`src/rtl/cla_grouped_adder.sv`:
```
module cla_grouped_adder #(
  parameter int WIDTH = 32,
  parameter int GRP   = 8
) (
  input  logic [WIDTH-1:0] a_i,
  input  logic [WIDTH-1:0] b_i,
  input  logic             cin_i,
  output logic [WIDTH-1:0] sum_o,
  output logic             cout_o,
  output logic             c_msb_o
);

  localparam int NGRP = WIDTH / GRP;

  logic [WIDTH-1:0] gen, prp;
  logic [WIDTH:0]   cbit;

  assign gen = a_i & b_i;
  assign prp = a_i | b_i;

  always_comb begin
    logic grp_c;
    logic term;
    logic acc;
    cbit  = '0;
    grp_c = cin_i;
    for (int gi = 0; gi < NGRP; gi++) begin
      cbit[gi*GRP] = grp_c;
      for (int j = 0; j < GRP; j++) begin
        acc = 1'b0;
        for (int k = 0; k <= j + 1; k++) begin
          term = (k == 0) ? grp_c : gen[gi*GRP + k - 1];
          for (int m = k; m <= j; m++) term = term & prp[gi*GRP + m];
          acc = acc | term;
        end
        cbit[gi*GRP + j + 1] = acc;
      end
      grp_c = cbit[(gi+1)*GRP];
    end
  end

  assign sum_o   = a_i ^ b_i ^ cbit[WIDTH-1:0];
  assign cout_o  = cbit[WIDTH];
  assign c_msb_o = cbit[WIDTH-1];

  always_comb begin
    AST_SUM_MATCH: assert ({cout_o, sum_o} == ({1'b0, a_i} + {1'b0, b_i} + {{WIDTH{1'b0}}, cin_i}));
    AST_MSB_CARRY: assert (c_msb_o == (a_i[WIDTH-1] ^ b_i[WIDTH-1] ^ sum_o[WIDTH-1]));
    AST_LOW_GROUP: assert (cbit[GRP] == (({1'b0, a_i[GRP-1:0]} + {1'b0, b_i[GRP-1:0]} + {{GRP{1'b0}}, cin_i}) >> GRP));
    AST_ALL_PROP: assert (!(&(a_i ^ b_i)) || (cout_o == cin_i && sum_o == {WIDTH{~cin_i}}));
    AST_ZERO_IN: assert (|{a_i, b_i, cin_i} || (sum_o == '0 && !cout_o && !c_msb_o));
  end

endmodule

```
`config.mk`:
```
export PLATFORM = sky130hd
export DESIGN_NAME = cla_grouped_adder
export DESIGN_NICKNAME = d
export VERILOG_FILES = /design/src/rtl/cla_grouped_adder.sv
export SDC_FILE = /design/constraint.sdc
export NUM_CORES = 1
export LEC_CHECK = 0
export BUFFER_PORTS_ARGS = -buffer_cell sky130_fd_sc_hd__buf_2
export CAP_MARGIN = 25
export CORE_ASPECT_RATIO = 0.6
export CORE_UTILIZATION = 49
export DETAILED_ROUTE_END_ITERATION = 10
export GPL_ROUTABILITY_DRIVEN = 0
export GPL_TIMING_DRIVEN = 0
export PLACE_DENSITY = 0.85
export RECOVER_POWER = 25
export SLEW_MARGIN = 20
export SYNTH_ARGS = -nofsm -noshare
export SYNTH_HDL_FRONTEND = slang
export SYNTH_SLANG_ARGS = --single-unit
```
`constraint.sdc`:
```
create_clock -name vclk -period 2.8
set_input_delay 0 -clock vclk [all_inputs]
set_output_delay 0 -clock vclk [all_outputs]
set_load 0.005 [all_outputs]
```
# Word level (Yosys, flattened, before mapping)

Cells that the tools add are included.

Bitwise operators: 292

Operators with widths:

| kind               | number |
|---|---|
| 1-bit bitwise AND  | 144 |
| 1-bit bitwise OR   | 144 |
| 32-bit XOR         | 2 |
| 32-bit bitwise AND | 1 |
| 32-bit bitwise OR  | 1 |

Flip-flop bits (word level): 0
Input bits: 65
Output and inout bits: 34
Logic and storage cells: 292

# Longest topological paths before layout

Depth after elaboration: 65
Depth in mapped cells: 13
Mapped depth without buffers: 13

# Worst setup path before layout

OpenSTA, ideal clock, no wires.

Kind: input-to-output
From: input port a_i[10]
To: output port sum_o[31]
Path slack: 432 ps
Path buffers: 0
Arrival time: 2368 ps
Data required time: 2800 ps
Stages: 10
Path through: ha_1 -> nor3b_1 -> a2111o_1 -> a221oi_2 -> and3b_1 -> o31a_2 -> o311a_4 -> a2111oi_2 -> o31a_2 -> xnor2_1

Cells in the longest elaborated chain, start to end: 46
Elaborated cells between the ends (all ways): 64
Those cells by class: 64 x bitwise

RTL lines:

| what                               | RTL line | RTL |
|---|---|---|
| start, declared                    | 5        | `input logic [WIDTH-1:0] a_i,` |
| 32-bit bitwise OR                  | 19       | `assign prp = a_i \| b_i;` |
| 1-bit bitwise AND (6 in a row)     | 33       | `for (int m = k; m <= j; m++) term = term & prp[gi*GRP + m];` |
| 1-bit bitwise OR (2 in a row)      | 34       | `acc = acc \| term;` |
| 1-bit bitwise OR (*) (6 in a row)  | 34       |  |
| 1-bit bitwise AND (*) (8 in a row) | 33       |  |
| 1-bit bitwise OR (*) (8 in a row)  | 34       |  |
| 1-bit bitwise AND (*) (7 in a row) | 33       |  |
| 1-bit bitwise OR (*) (7 in a row)  | 34       |  |
| 32-bit XOR (*)                     | 42       | `assign sum_o = a_i ^ b_i ^ cbit[WIDTH-1:0];` |
| end, declared                      | 8        | `output logic [WIDTH-1:0] sum_o,` |

Every way passes the cells marked *; elsewhere a longest branch is shown, timed or not.

# Final worst setup path

From: input port a_i[0]
To: output port sum_o[30]

Cells in the longest elaborated chain, start to end: 62
Elaborated cells between the ends (all ways): 70
Those cells by class: 70 x bitwise

RTL lines:

| what                               | RTL line |
|---|---|
| 32-bit bitwise OR                  | 19 |
| 1-bit bitwise AND (8 in a row)     | 33 |
| 1-bit bitwise OR (*) (8 in a row)  | 34 |
| 1-bit bitwise AND (*) (8 in a row) | 33 |
| 1-bit bitwise OR (*) (8 in a row)  | 34 |
| 1-bit bitwise AND (*) (8 in a row) | 33 |
| 1-bit bitwise OR (*) (8 in a row)  | 34 |
| 1-bit bitwise AND (*) (6 in a row) | 33 |
| 1-bit bitwise OR (*) (6 in a row)  | 34 |
| 32-bit XOR (*)                     | 42 |

Marked as above.

==> flow_metrics.py <==
metrics = {
    "layout": {
        "n_clock_buffer": 0,
        "diodes": 0,
        "design_area_um2": 2540,
        "nets": 496,
        "drive_above_1_share_pct": 31.0,
        "n_fill_cell": 333,
        "seq_cell_count": 0,
        "seqCellArea_um2": 0,
        "syn_to_final_growth_pct": 31.0,
        "fin_util_pct": 68.4,
    },
    "routing": {
        "avgViaCountPerCell": 4.59,
        "drt_pre_antenna_iters": 4,
        "drt_wl_total_um": 4000,
        "wl_per_cell_um": 9.81,
        "detail_route.iter0.violations": 30,
        "drc": 0,
        "final_antenna_net_count": 0,
        "dr_total_vias": 1874,
    },
    "place": {
        "port-buffer-count": 99,
        "dpl_cell_area_um2": 2500,
        "hpwl_um": 3680,
    },
    "power_and_ir_drop": {
        "pwr-share-seq_pct": 0,
        "cellLeakagePower_uw": 0.00158,
        "clkPwrFrac_pct": 0,
        "switching_share_pct": 48.2,
        "power_density_nw_per_um2": 195,
        "ir_worst_vdd_mv": 0.105,
        "combPwrFrac_pct": 100.0,
        "power_switching_uw": 239,
        "p_int_uw": 257,
    },
    "grt": {
        "groute.usage.overall_pct": 18.5,
        "grt_pass1_vias": 1703,
        "grt_overflow_total": 0,
        "antenna_found_initial": 0,
        "grt_max_degree": 5,
        "grt_pass1_wl_um": 6690,
    },
    "floorplan": {
        "dieArea_um2": 4230,
        "coreArea_um2": 3720,
        "pin_count": 99,
        "rows": 17,
        "start_util_pct": 52.2,
        "fp.dieH_um": 50.8,
        "dieWidth_um": 83.3,
    },
    "worst_setup_path": {
        "critPathMaxFanout": 4,
        "criticalPathCategory": "input pin to output port",
        "required_ns": 2.80,
        "arrival_ns": 2.64,
        "critPathLaunchType": "input pin",
        "end_kind": "output port",
    },
    "sta": {
        "maxSlewHeadroom_pct": 72.8,
        "post-route-min-period_ns": 2.64,
        "fmax_mhz": 378,
        "tightest_slew_ns": 0.404,
        "slew_violations": 0,
        "hold_violations": 0,
        "setup-violations-final": 0,
        "fin_crit_sh_pct": 94.4,
    },
    "run": {
        "maxCapViolCount": 0,
    },
    "yosys": {
        "yosys.cell_types.count": 28,
        "synth_top_area_share_pct": 41.2,
        "syn_area_per_cell_um2": 7.50,
        "synth_area_leader_cell": "ha_1",
        "synth-seq-area-share_pct": 0,
        "synth_cells": 259,
        "ys_top_cells_by_area": "ha_1 41%, inv_1 16%, xnor2_1 6.8%, xor2_1 5.9%, fa_1 4.1%",
        "yosys_warnings": 0,
        "netlist_area_um2": 1940,
        "syn_nets": 392,
    },
    "min_path": {
        "hold_class": "input pin to output port",
    },
    "status": {
        "status": "finished clean",
    },
    "clocking": {
        "postCtsHoldBufs": 0,
    },
}
==> routing by layer <==
layer  up-vias  part of all wire [%]  track usage (%)
met3         0                   5.1             1.81
li1        999                     -                -
met4         0                     0            0.287
met2        44                    49             36.1
met5         -                     0                0
met1       831                    46             23.5
==> final timing paths <==
path	cells after the start	start	to	slack (ns)
max	11	a_i[0]	sum_o[30]	0.16
min	3	cin_i	sum_o[0]	0.34
==> per-stage QoR <==
| step | hold slack, ns | setup TNS [ns] | power (µW) | cells | setup slack [ns] |
|---|---|---|---|---|---|
| floorplan | 0.149 | 0 | 285 | 259 | 0.432 |
| global placement | 0.333 | 0 | 470 | 405 | 0.0278 |
| detailed placement | 0.340 | 0 | 484 | 405 | 0.0212 |
| CTS | 0.341 | 0 | 487 | 405 | 0.0175 |
| global route | 0.354 | -0.0801 | 561 | 408 | -0.0271 |
| finish | 0.335 | 0 | 496 | 408 | 0.156 |
==> worst max-delay path: stages <==
cell and delay [ns]:
clkbuf_1 0.12, ha_1 0.22, o311a_1 0.41, nor4_4 0.21, o211ai_1 0.18, o31a_2 0.34
o311a_4 0.35, a211o_2 0.36, a21oi_1 0.19, xnor2_1 0.13, buf_2 0.13
==> cell usage in the layout (no fill, tap or decap), types with 2 or more instances in the layout <==
cell type  Yosys  routed
a21oi_1       15      15
buf_2          0      93
buf_4          0       3
clkbuf_1       0       3
clkbuf_2       0       3
fa_1           4       4
ha_1          64      63
inv_1         83      83
nand2b_1       4       4
nor2_1        21      21
nor2b_1        3       3
nor3_1         6       5
nor3b_1        2       2
o21ai_0        4       4
o21bai_1       7       7
o31a_2         4       4
xnor2_1       15      15
xor2_1        13      13
==> repair_timing <==
item,in CTS,in global routing
resized for setup,0,4
endpoints found under the setup margin,0,6
setup buffers,0,3
==> kinds of logic (layout without fill, tap and decap cells) <==
family          count (synthesis)  count (layout)  synth area share [%]
buf+inv                        83             185                  16.0
fa+ha+maj                      68              68                  45.3
simple gates                   41              41                  10.8
compound gates                 39              39                  15.2
xor+xnor                       28              28                  12.6
==> power by group through the flow <==
stage / Sequential, µW / Clock (µW) / Combinational (µW)
2_1_floorplan: 0 / 0 / 285
3_3_place_gp: 0 / 0 / 470
3_5_place_dp: 0 / 0 / 484
4_1_cts: 0 / 0 / 487
5_1_grt: 0 / 0 / 561
6_report: 0 / 0 / 496
==> cells in the mapped netlist <==
library cell,instances
xor2_1,13
nand2b_1,4
nor4_2,1
a221oi_2,1
a2111oi_2,1
or3_2,1
fa_1,4
o21ba_2,1
o311a_1,1
ha_1,64
inv_1,83
o31a_2,4
a21oi_1,15
a2111o_1,1
or4_1,1
nor3b_1,2
nor2b_1,3
a21o_1,1
o311a_4,1
a211o_2,1
and3b_1,1
xnor2_1,15
o21ai_0,4
o21bai_1,7
nor3_1,6
nor2_1,21
o211ai_1,1
nor4_1,1
==> area by class of cell <==
class	count	area [µm²]	share of cell area, %
multi-input cells	176	1660	65.2
repair buffers	102	514	20.2
inverters	83	312	12.2
well taps	47	58.8	2.31
Power figures use the tool's default switching activity.
